==> src/rtl/tsense_pkg.sv <==
package tsense_pkg;
  typedef enum logic [2:0] {
    OP_START  = 3'd0,
    OP_RSTART = 3'd1,
    OP_WRITE  = 3'd2,
    OP_READ   = 3'd3,
    OP_STOP   = 3'd4
  } engOp_e;

  typedef enum logic [3:0] {
    S_IDLE, S_START, S_ADDRW, S_PTR, S_RSTART, S_ADDRR, S_RDHI, S_RDLO, S_STOP
  } seqState_e;

  typedef struct packed {
    logic clrValid;
    logic latchHi;
    logic latchLo;
    logic setValid;
  } dpStrobe_t;
endpackage

==> src/rtl/tsense_ctrl.sv <==
module tsense_ctrl
  import tsense_pkg::*;
#(
  parameter logic [6:0] TGT_ADDR = 7'h49,
  parameter logic [7:0] PTR_BYTE = 8'h00
) (
  input  logic       clk,
  input  logic       rst,
  input  logic       pollTick,
  input  logic       engDone,
  input  logic       engAckIn,
  output logic       engValid,
  output logic [2:0] engCmd,
  output logic [7:0] engTx,
  output logic       engAckOut,
  output dpStrobe_t  strobe
);
  localparam logic [7:0] ADDR_WR = {TGT_ADDR, 1'b0};
  localparam logic [7:0] ADDR_RD = {TGT_ADDR, 1'b1};

  seqState_e state, stateNext;
  logic      failed, failedNext;

  always_ff @(posedge clk) begin
    if (rst) begin
      state  <= S_IDLE;
      failed <= 1'b0;
    end else begin
      state  <= stateNext;
      failed <= failedNext;
    end
  end

  always_comb begin
    engValid  = (state != S_IDLE);
    engTx     = 8'h00;
    engAckOut = 1'b0;
    engCmd    = OP_START;
    unique case (state)
      S_START:  engCmd = OP_START;
      S_ADDRW:  begin engCmd = OP_WRITE; engTx = ADDR_WR; end
      S_PTR:    begin engCmd = OP_WRITE; engTx = PTR_BYTE; end
      S_RSTART: engCmd = OP_RSTART;
      S_ADDRR:  begin engCmd = OP_WRITE; engTx = ADDR_RD; end
      S_RDHI:   begin engCmd = OP_READ; engAckOut = 1'b1; end
      S_RDLO:   engCmd = OP_READ;
      S_STOP:   engCmd = OP_STOP;
      default:  engCmd = OP_START;
    endcase
  end

  always_comb begin
    stateNext  = state;
    failedNext = failed;
    strobe     = '0;
    unique case (state)
      S_IDLE: if (pollTick) begin
        stateNext       = S_START;
        failedNext      = 1'b0;
        strobe.clrValid = 1'b1;
      end
      S_START:  if (engDone) stateNext = S_ADDRW;
      S_ADDRW:  if (engDone) begin
        stateNext  = engAckIn ? S_PTR : S_STOP;
        failedNext = !engAckIn;
      end
      S_PTR:    if (engDone) begin
        stateNext  = engAckIn ? S_RSTART : S_STOP;
        failedNext = !engAckIn;
      end
      S_RSTART: if (engDone) stateNext = S_ADDRR;
      S_ADDRR:  if (engDone) begin
        stateNext  = engAckIn ? S_RDHI : S_STOP;
        failedNext = !engAckIn;
      end
      S_RDHI:   if (engDone) begin
        stateNext      = S_RDLO;
        strobe.latchHi = 1'b1;
      end
      S_RDLO:   if (engDone) begin
        stateNext      = S_STOP;
        strobe.latchLo = 1'b1;
      end
      S_STOP:   if (engDone) begin
        stateNext       = S_IDLE;
        strobe.setValid = !failed;
      end
      default:  stateNext = S_IDLE;
    endcase
  end

  AST_CMD_HOLD: assert property (@(posedge clk) disable iff (rst)
    (engValid && !engDone) |=> (engValid && $stable(engCmd) && $stable(engTx)));

  AST_NACK_STOP: assert property (@(posedge clk) disable iff (rst)
    (engValid && engDone && !engAckIn && engCmd == OP_WRITE) |=> (engValid && engCmd == OP_STOP));

  AST_RSTART_AFTER_PTR: assert property (@(posedge clk) disable iff (rst)
    (engValid && engDone && engAckIn && engCmd == OP_WRITE && engTx == PTR_BYTE && state == S_PTR)
      |=> (engCmd == OP_RSTART));
endmodule

==> src/rtl/tsense_dp.sv <==
module tsense_dp
  import tsense_pkg::*;
#(
  parameter int BYTE_W = 8
) (
  input  logic                clk,
  input  logic                rst,
  input  dpStrobe_t           strobe,
  input  logic [BYTE_W-1:0]   engRx,
  output logic [2*BYTE_W-1:0] rawWord,
  output logic [2*BYTE_W-8:0] degInt,
  output logic [6:0]          degFrac,
  output logic                tempValid
);
  localparam int WORD_W = 2 * BYTE_W;
  localparam int INT_SH = 7;

  logic [BYTE_W-1:0] hiHold;

  always_ff @(posedge clk) begin
    if (rst) begin
      hiHold    <= '0;
      rawWord   <= '0;
      tempValid <= 1'b0;
    end else begin
      if (strobe.latchHi) hiHold <= engRx;
      if (strobe.latchLo) rawWord <= {hiHold, engRx};
      if (strobe.clrValid) tempValid <= 1'b0;
      else if (strobe.setValid) tempValid <= 1'b1;
    end
  end

  always_comb begin
    degInt  = rawWord[WORD_W-1:INT_SH];
    degFrac = 7'(rawWord[6:5]) * 7'd25;
  end

  AST_VALID_CLR: assert property (@(posedge clk) disable iff (rst)
    strobe.clrValid |=> !tempValid);

  AST_WORD_HELD: assert property (@(posedge clk) disable iff (rst)
    (tempValid && $past(tempValid)) |-> $stable(rawWord));

  AST_FRAC_RANGE: assert property (@(posedge clk) disable iff (rst)
    (degFrac <= 7'd75) && (degFrac % 7'd25 == 7'd0));
endmodule

==> src/rtl/tsensePoller.sv <==
module tsensePoller
  import tsense_pkg::*;
#(
  parameter logic [6:0] TGT_ADDR = 7'h49,
  parameter logic [7:0] PTR_BYTE = 8'h00
) (
  input  logic        clk,
  input  logic        rst,
  input  logic        pollTick,
  output logic        engValid,
  output logic [2:0]  engCmd,
  output logic [7:0]  engTx,
  output logic        engAckOut,
  input  logic        engDone,
  input  logic [7:0]  engRx,
  input  logic        engAckIn,
  output logic [15:0] rawWord,
  output logic [8:0]  degInt,
  output logic [6:0]  degFrac,
  output logic        tempValid
);
  dpStrobe_t strobe;

  tsense_ctrl #(.TGT_ADDR(TGT_ADDR), .PTR_BYTE(PTR_BYTE)) uCtrl (
    .clk(clk), .rst(rst), .pollTick(pollTick), .engDone(engDone),
    .engAckIn(engAckIn), .engValid(engValid), .engCmd(engCmd),
    .engTx(engTx), .engAckOut(engAckOut), .strobe(strobe)
  );

  tsense_dp #(.BYTE_W(8)) uDp (
    .clk(clk), .rst(rst), .strobe(strobe), .engRx(engRx),
    .rawWord(rawWord), .degInt(degInt), .degFrac(degFrac),
    .tempValid(tempValid)
  );
endmodule

==> config.mk <==
export PLATFORM = sky130hd
export DESIGN_NAME = tsensePoller
export DESIGN_NICKNAME = d
export VERILOG_FILES = /design/src/rtl/tsense_pkg.sv /design/src/rtl/tsense_ctrl.sv /design/src/rtl/tsense_dp.sv /design/src/rtl/tsensePoller.sv
export SDC_FILE = /design/constraint.sdc
export NUM_CORES = 1
export LEC_CHECK = 0
export ABC_CLOCK_PERIOD_IN_PS = 2100
export BUFFER_PORTS_ARGS = -buffer_cell sky130_fd_sc_hd__buf_2
export CAP_MARGIN = 10
export CORE_ASPECT_RATIO = 0.9
export CORE_MARGIN = 5
export CORE_UTILIZATION = 48
export CTS_CLUSTER_SIZE = 16
export DETAILED_ROUTE_END_ITERATION = 6
export PLACE_DENSITY = 0.78
export SETUP_SLACK_MARGIN = 0.5
export SYNTH_ARGS = -nofsm -noshare
export SYNTH_HDL_FRONTEND = slang
export SYNTH_HIERARCHICAL = 1
export SYNTH_SLANG_ARGS = --single-unit
==> constraint.sdc <==
create_clock -name clk -period 2.1 [get_ports clk]
set_clock_uncertainty 0.1 [all_clocks]
set_input_delay 0.63 -clock clk [delete_from_list [all_inputs] [get_ports clk]]
set_output_delay 0.63 -clock clk [all_outputs]
set_load 0.01 [all_outputs]
==> metrics.yaml, run 1 <==
hp-class: "flip-flop to flip-flop"
final_antenna_net_count: 0
syn_area_um2: 1569
ios: 59
hold_buffers: 0
cts_root_buf: "clkbuf_4"
min_period_ns: 2.143
finalSetupViolCount: 5
critPathCaptureType: "primary output"
crit_arrival_ns: 1.41
top_usage_layer: "met2"
die_area_um2: 4514
met3_usage_pct: 4.545
place.gp.congestion: 0.8205
fin_ws_ns: -0.04303
synth_commonest_cells: "nor2_1 (34), dfxtp_1 (30), mux2i_1 (25)"
cpPeakStageDelay_ns: 0.55
rsz0062_at_grt: "true"
insertedDiodeCount: 0
grt_pass1_vias: 1302
num_rows: 19
clock-sinks: 30
grt_max_degree: 33
drc: 0
vias_per_cell: 4.880
drt_iter0_markers: 37
grtUsageTotal_pct: 16.61
port_buffers: 53
synth.distinct_cells: 36
cp_cell_sequence: "or4b_4 -> inv_2 -> buf_6"
clockPowerShare_pct: 24.0
numCtsBuffers: 5
dpl.cell_count: 241
grtUsageMet2_pct: 28.27
synth_edf_count: 0
drive_above_1_share_pct: 54.91
fp.coreArea_um2: 3090
fp.dieH_um: 64.24
cp_slowest_cell: "or4b_4"
violations: "negative setup slack"
cellLeakagePower_uw: 0.0009642
syn_inst: 168
worstSetupStartpointType: "flip-flop"
p_sw_uw: 485.0
wirelength_um: 3702
p_per_area_nw_per_um2: 693.1
first_pass_iters: 4
async_flop_share_pct: 0
ys_seq_elements: 30
switching_share_pct: 31.67
outcome: "complete, but fails checks"
fin_crit_sh_pct: 102.0
fill_cells: 224
clk_transition_reported_paths_ns: 0.10
max_slew.worst_pin.slew_ns: 0.5599
wl_per_cell_um: 13.92
p_total_uw: 1531
slew_headroom_pct: 62.67
maxCapViolCount: 0
pwr-share-seq_pct: 40.0
yosys.area.top_type_share_pct: 38.28
combPwrFrac_pct: 36.0
hold_viol: 0
antenna_found_initial: 0
critPathRequiredTime_ns: 1.37
max_freq_mhz: 466.6
clockBufferDepth: 2
synth-main-ff-cell: "dfxtp_1"
tritoncts: "built"
final_nets: 238
ir_drop_v: 0.0003016
clk_latency_ns: 0.33
use_met1_pct: 19.96
syn_avg_cell_area_um2: 9.339
ys_seq_area_share_pct: 38.28
post-dp-hpwl_um: 2278
routed-via-count: 1298
synth.most_common_cell: "nor2_1"
internal_power_uw: 1046
slew_viol_final: 0
syn2layout_area_growth_pct: 40.83
cp_max_fo: 4
synth_top_area_cell: "dfxtp_1"
die_w_um: 70.27
grt_first_pass_wirelength_um: 6078
worstSetupPathType: "flip-flop to primary output"
initial_utilization_pct: 50.77
final_cells: 266
ys_warn_count: 6
yosys-top-cells-area: "dfxtp_1 (38%), mux2i_1 (16%), buf_4 (9.6%)"
grt_overflow_total: 0
htree_levels: 2
-- path summary, 6_finish.rpt --
check	startpoint	to	slack [ns]	cells past startpoint
hold / removal	uDp/rawWord[3]	uDp/rawWord[3]	0.39	2
setup / recovery	uCtrl/state[1]	engCmd[2]	-0.04	3
hold reg to reg	uDp/rawWord[3]	uDp/rawWord[3]	0.39	2
setup reg to reg	uCtrl/state[1]	uCtrl/state[0]	0.23	7
-- cells by family after synthesis --
group                      Yosys count  share of synthesized area [%]
AOI/OAI and AO/OA                   16                          8.134
DFF                                 30                          38.28
and+or+nand+nor                     56                          18.98
muxes                               26                          16.67
buffers and inverters               36                          15.87
other                                2                         0.4786
adders and majority gates            2                          1.595
-- routing by layer --
metal | routed length (um) | up-vias
met5 | 0 | -
met4 | 50 | 0
met3 | 239 | 8
met2 | 1797 | 43
met1 | 1615 | 603
li1 | - | 644
-- state kept, by name, summed over array words and instances (netlist names) --
name / flops
uDp/hiHold: 8
uCtrl/failed: 1
uCtrl/state: 4
uDp/rawWord: 16
uDp/tempValid: 1
-- repair_timing --
action,4_1_cts,5_1_grt
gates resized for setup,45,22
endpoints found under the setup margin,40,64
setup buffers,16,1
pin swaps,13,9
-- cells in the final DEF (no fill, tap or decap), types with 2 or more instances in the layout --
cell type  synthesis  final
inv_2              0      3
nor3b_2            0      3
o21a_1             2      2
a21oi_2            1      2
nand3_1            2      2
conb_1             2      5
buf_2              6     35
dfxtp_1           30     16
ha_4               0      2
o21ai_0            4      3
clkbuf_4           0      5
nor2_1            34     32
nor2_4             0      2
buf_4             20     10
mux2i_1           25     24
a21oi_1            3      2
inv_1              5      2
nand3b_1           3      3
buf_6              2     30
dfxtp_4            0      6
dfxtp_2            0      8
nand2b_1           3      2
-- worst max-delay path, delay by kind of cell (launching register included) --
family / cells / cell delay [ns]
flops: 1 / 0.38
buf+inv: 2 / 0.16
simple gates: 1 / 0.55
-- layout make-up --
cell class / instances / area (um2) / share of cell area (%)
Multi-Input combinational cell: 105 / 833.3 / 37.71
Clock buffer: 6 / 51.30 / 2.322
Sequential cell: 30 / 633.1 / 28.65
Tap cell: 42 / 52.55 / 2.378
Clock inverter: 2 / 12.51 / 0.5663
Inverter: 5 / 18.77 / 0.8494
Timing Repair Buffer: 76 / 608.1 / 27.52
-- per-stage QoR --
stage	TNS, ns	hold WS (ns)	worst slack [ns]	utilization (%)	cell area (um2)
5_1_grt	-0.5142	0.4240	-0.1138	71.50	2210
2_1_floorplan	0	0.3601	0.3092	-	1618
6_report	-0.1287	0.3943	-0.04303	71.50	2210
3_5_place_dp	0	0.3772	0.1243	56.68	1752
4_1_cts	-0.1295	0.3977	-0.04690	68.95	2131
3_3_place_gp	0	0.3706	0.1684	56.68	1752
-- power groups by stage --
stage / Combinational, uW / Sequential, uW / Clock, uW
3_3_place_gp: 310 / 643 / 0
4_1_cts: 508 / 611 / 376
2_1_floorplan: 295 / 614 / 0
3_5_place_dp: 312 / 647 / 0
5_1_grt: 587 / 614 / 400
6_report: 551 / 613 / 367
Note: power is estimated with default switching activity, not from simulation.
==> run 2: changes to the inputs <==
BUFFER_PORTS_ARGS = -buffer_cell sky130_fd_sc_hd__buf_4   (was -buffer_cell sky130_fd_sc_hd__buf_2)
==> run 2 against run 1 <==
Effect of this change:
- the flow still finishes with violations (negative setup slack)
- sequential power grew 0.7%
- worst hold slack got worse by 0.00053 ns
- utilization up 3.6 points
- clock power is 15% lower
- combinational power grew 9.3%
- sequential cell count unchanged
- worst setup slack worse by 0.032 ns
- register-to-register slack better by 0.06 ns
- via count is 6.7% higher
- critical path type unchanged
- largest power group unchanged
==> metrics.yaml, run 2 (synthesized netlist as in run 1, its figures left out) <==
num_rows: 19
fin_ws_ns: -0.07530
clockBufferDepth: 2
top_regs: "uDp/rawWord: 16 flops, uDp/hiHold: 8 flops, uCtrl/state: 4 flops"
initial_utilization_pct: 50.77
ios: 59
ir_drop_v: 0.0003350
wl_per_cell_um: 15.67
die_w_um: 70.27
clock-sinks: 30
fill_cells: 215
cp_max_fo: 5
place.gp.congestion: 0.8266
die_area_um2: 4514
vias_per_cell: 5.111
clk_transition_reported_paths_ns: 0.08
rsz0062_at_grt: "true"
final_cell_mix: "buf_4 (58), nor2_1 (31), mux2i_1 (24), buf_6 (23), dfxtp_1 (15)"
r2r_cells: 6
numCtsBuffers: 5
worstSetupStartpointType: "flip-flop"
fp.coreArea_um2: 3090
drive_above_1_share_pct: 56.77
final_cells: 271
post-route-cell-area_um2: 2322
worstSetupPathType: "flip-flop to primary output"
hold_viol: 0
r2r_start: "uCtrl/state[0]"
setup.worst_path.end: "engTx[1]"
dpl.cell_count: 241
ff2ff_setup_slack_ns: 0.29
violations: "negative setup slack"
placed_area_um2: 1884
cellLeakagePower_uw: 0.0009936
maxCapViolCount: 0
critPathRequiredTime_ns: 1.37
final_nets: 244
post-dp-hpwl_um: 2533
outcome: "complete, but fails checks"
hp-class: "flip-flop to flip-flop"
slew_viol_final: 0
cts_root_buf: "clkbuf_4"
htree_levels: 2
fin_crit_sh_pct: 103.6
r2r-end: "uCtrl/state[0]"
final_antenna_net_count: 0
clk_latency_ns: 0.32
finalSetupViolCount: 5
antenna_found_initial: 0
tritoncts: "built"
grt_overflow_total: 0
grt_first_pass_wirelength_um: 6486
drt_iter0_markers: 140
grtUsageTotal_pct: 17.72
port_buffers: 53
wirelength_um: 4246
insertedDiodeCount: 0
drc: 0
regMostFlops: "uDp/rawWord"
crit_arrival_ns: 1.45
p_per_area_nw_per_um2: 659.3
routed-via-count: 1385
first_pass_iters: 4
max_freq_mhz: 459.7
grt_pass1_vias: 1395
hold_buffers: 0
grt_max_degree: 33
critPathCaptureType: "primary output"
min_period_ns: 2.175
whs_path_depth: 2
largest_register_ffs: 16
fp.dieH_um: 64.24
cp-startpoint: "uCtrl/state[1]"
mostFrequentLayoutCell: "buf_4"
syn2layout_area_growth_pct: 48.01
run 2: cell types whose count changed in the layout (fill, tap and decap cells not counted), moves of 2 or more:
cell / previous run / this run
buf_2: 35 / 0
buf_6: 30 / 23
clkbuf_1: 0 / 2
buf_4: 10 / 58
dfxtp_2: 8 / 10
run 2: layout make-up:
cell class | instances | area, um2 | share of cell area [%]
well taps | 42 | 52.55 | 2.263
inverters | 5 | 21.27 | 0.9159
multi-input cells | 105 | 857.1 | 36.91
flip-flops and latches | 30 | 631.9 | 27.21
clock buffers | 7 | 45.04 | 1.940
repair buffers | 82 | 714.4 | 30.77
run 2: what timing repair did:
action | in CTS | in global routing
endpoints found under the setup margin | 46 | 54
gates resized for setup | 39 | 27
buffers inserted | 15 | 8
pin swaps | 16 | 8
run 2: worst max-delay path, stage by stage (launching register included):
cell and delay [ns]:
dfxtp_4 0.37, buf_6 0.13, nand3b_1 0.20, o21a_1 0.17, nor2_4 0.13, buf_6 0.12
run 2: report_power, final:
| part | switching [uW] | internal, uW |
|---|---|---|
| clock network | 187 | 126 |
| registers | 29.5 | 587 |
| logic | 271 | 330 |
run 2: how the worst min path moves through the flow:
| stage | start | end | slack [ns] |
|---|---|---|---|
| floorplan | uDp/hiHold[0] | uDp/hiHold[0] | 0.36 |
| global placement | uDp/hiHold[7] | uDp/hiHold[7] | 0.37 |
| detailed placement | uDp/rawWord[3] | uDp/rawWord[3] | 0.38 |
| CTS | uDp/rawWord[3] | uDp/rawWord[3] | 0.40 |
| global route | uDp/hiHold[5] | uDp/hiHold[5] | 0.43 |
| finish | uDp/rawWord[3] | uDp/rawWord[3] | 0.39 |
run 2: stage by stage:
stage	setup WS, ns	util [%]	power, uW	hold slack [ns]	setup TNS (ns)
3_5_place_dp	0.1676	60.97	976.2	0.3818	0
3_3_place_gp	0.2070	60.97	964.7	0.3728	0
6_report	-0.07530	75.14	1531	0.3938	-0.2699
4_1_cts	-0.03735	70.40	1441	0.4022	-0.1246
5_1_grt	-0.1843	75.14	1624	0.4318	-0.7887
2_1_floorplan	0.3092	-	908.9	0.3601	0
run 2: layer usage:
| layer | GRT usage [%] | wire [um] | up-vias |
|---|---|---|---|
| met4 | 6.220 | 27 | 0 |
| li1 | - | - | 660 |
| met5 | 0 | 0 | - |
| met1 | 20.36 | 1632 | 660 |
| met2 | 30.84 | 2289 | 60 |
| met3 | 5.799 | 296 | 5 |
==> run 3: changes to the inputs <==
PLACE_DENSITY = 0.79   (was 0.78)
SYNTH_HIERARCHICAL = not set   (was 1)
==> run 3 against run 2 <==
Effect of this change:
- the flow still finishes with violations (negative setup slack)
- first-iteration DRC count decreased by 29%
- global-route usage grew 1.1 points
- clock power increased by 15%
- synthesized cell count increased by 12%
- total power rose by 5.2%
- sequential share of layout area rose by 0.98 points
- maximum frequency grew 3.4%
- combinational power rose by 5.0%
- critical path type unchanged
- largest power group is now combinational logic
==> metrics.yaml, run 3 <==
synth-main-ff-cell: "dfxtp_1"
ys_seq_area_share_pct: 40.30
post-dp-hpwl_um: 2412
synth_top_area_cell: "dfxtp_1"
tritoncts: "built"
num_rows: 19
fp.coreArea_um2: 3019
r2r-end: "uCtrl.state[0]"
p_total_uw: 1611
drive_above_1_share_pct: 48.96
ir_drop_v: 0.0004242
hold_viol: 0
r2r_cells: 5
top_regs: "uDp.rawWord: 16 flops, uDp.hiHold: 8 flops, uCtrl.state: 4 flops"
ff2ff_setup_slack_ns: 0.13
place.gp.congestion: 0.7994
final_nets: 255
slew_viol_final: 0
regMostFlops: "uDp.rawWord"
fp.dieH_um: 62.86
grt_first_pass_wirelength_um: 6154
grt_overflow_total: 0
worstSetupStartpointType: "flip-flop"
syn_avg_cell_area_um2: 7.926
crit_buf_inv: 1
clock-sinks: 30
synth.most_common_cell: "nand2_1"
yosys.area.top_type_share_pct: 40.30
clockBufferDepth: 2
insertedDiodeCount: 0
cp_max_fo: 3
htree_levels: 2
cts_root_buf: "clkbuf_4"
syn_inst: 188
cpPeakStageDelay_ns: 0.41
vias_per_cell: 5.134
hp-class: "flip-flop to flip-flop"
violations: "negative setup slack"
final_cell_mix: "buf_4 (51), nand2_1 (37), buf_6 (21), a21oi_1 (18), dfxtp_1 (18)"
synth.distinct_cells: 34
p_per_area_nw_per_um2: 720.1
synth_commonest_cells: "nand2_1 (40), dfxtp_1 (30), a21oi_1 (20)"
fin_crit_sh_pct: 100.2
maxCapViolCount: 0
grt_pass1_vias: 1371
crit_arrival_ns: 1.37
clk_transition_reported_paths_ns: 0.09
initial_utilization_pct: 49.36
grt_max_degree: 33
whs_path_depth: 2
numCtsBuffers: 5
drc: 0
cellLeakagePower_uw: 0.0009247
ys_warn_count: 0
whs_endpoint: "uDp.rawWord[13]"
worstSetupPathType: "flip-flop to primary output"
final_antenna_net_count: 0
cp_slowest_cell: "or3_4"
r2r_start: "uCtrl.state[2]"
min-delay-start: "uDp.hiHold[5]"
clk_latency_ns: 0.33
die_w_um: 68.73
wl_per_cell_um: 15.30
max_freq_mhz: 475.2
finalSetupViolCount: 1
critPathRequiredTime_ns: 1.37
synth_edf_count: 0
critPathCaptureType: "primary output"
antenna_found_initial: 0
min_period_ns: 2.105
ys_seq_elements: 30
async_flop_share_pct: 0
cp_cell_sequence: "or3_4 -> nand2b_4 -> buf_6"
outcome: "complete, but fails checks"
mostFrequentLayoutCell: "buf_4"
crit_family: "simple AND/OR/NAND/NOR gates"
largest_register_ffs: 16
fin_ws_ns: -0.004567
port_buffers: 53
routed-via-count: 1453
final_util_pct: 74.10
drt_iter0_markers: 100
yosys-top-cells-area: "dfxtp_1 (40%), nand2_1 (10%), buf_4 (9.6%)"
rsz0062_at_grt: "true"
grtUsageTotal_pct: 18.78
die_area_um2: 4320
wirelength_um: 4331
syn_area_um2: 1490
syn2layout_area_growth_pct: 50.13
first_pass_iters: 4
ios: 59
-- run 3: area by class of cell --
class,instances,area (um2)
multi-input combinational,125,844.6
fill,220,782.0
sequential,30,630.6
timing repair buffer,72,619.3
clock buffer,7,55.05
tap,42,52.55
inverter,6,30.03
clock inverter,1,5.005
-- run 3: repair_timing --
item / CTS / global route
gates resized for setup: 36 / 29
endpoints found under the hold margin: 0 / 0
pin swaps: 6 / 9
setup buffers: 9 / 4
hold buffers: 0 / 0
endpoints found under the setup margin: 42 / 42
-- run 3: how the worst max path moves through the flow --
stage	start	to	slack [ns]	cells after the start
after floorplan	pollTick	uCtrl.state[0]	0.15	4
after global placement	pollTick	uCtrl.state[0]	0.07	5
after detailed placement	pollTick	uCtrl.state[0]	0.07	5
after CTS	uCtrl.state[2]	engValid	-0.005	3
after global routing	uCtrl.state[0]	engValid	-0.04	3
final	uCtrl.state[0]	engValid	-0.005	3
-- run 3: routing by layer --
layer  GRT usage (%)  vias up  wire [um]
met5               0        -          0
met4           8.759        0         70
met3           4.676        7        232
met2           30.15       52       2280
met1           22.92      685       1747
li1                -      709          -
-- run 3: through the flow --
stage / hold slack (ns) / setup WS, ns / instance area, um2 / instances / setup TNS, ns
after floorplan: 0.3312 / 0.1492 / 1614 / 192 / 0
after global placement: 0.3420 / 0.06608 / 1857 / 262 / 0
after detailed placement: 0.3470 / 0.07031 / 1857 / 262 / 0
after CTS: 0.3556 / -0.005349 / 2103 / 279 / -0.005349
after global routing: 0.3649 / -0.03667 / 2237 / 283 / -0.1108
final: 0.3530 / -0.004567 / 2237 / 283 / -0.004567
-- run 3: where the power goes --
part | leakage [uW] | switching, uW | internal, uW
combinational | 0.000640 | 295 | 336
sequential | 0.000250 | 32.5 | 587
clock | 0.0000353 | 197 | 162
-- run 3: logic make-up (layout without fill, tap and decap cells) --
kind of cell / after synthesis / count (layout) / synth area share [%]
flip-flops: 30 / 30 / 40.30
other: 1 / 5 / 0.2516
multiplexers: 9 / 9 / 6.046
AND/OR/NAND/NOR: 74 / 74 / 23.59
adder cells (fa/ha/maj): 2 / 2 / 1.679
buffers and inverters: 37 / 86 / 14.19
AO/OA/AOI/OAI: 35 / 35 / 13.94
-- run 3: worst register-to-register path, stage by stage, from the launching register on --
cell and delay [ns]:
dfxtp_4 0.38, buf_4 0.15, or4b_4 0.53, nor3b_4 0.18, or4_4 0.42, a21oi_2 0.14
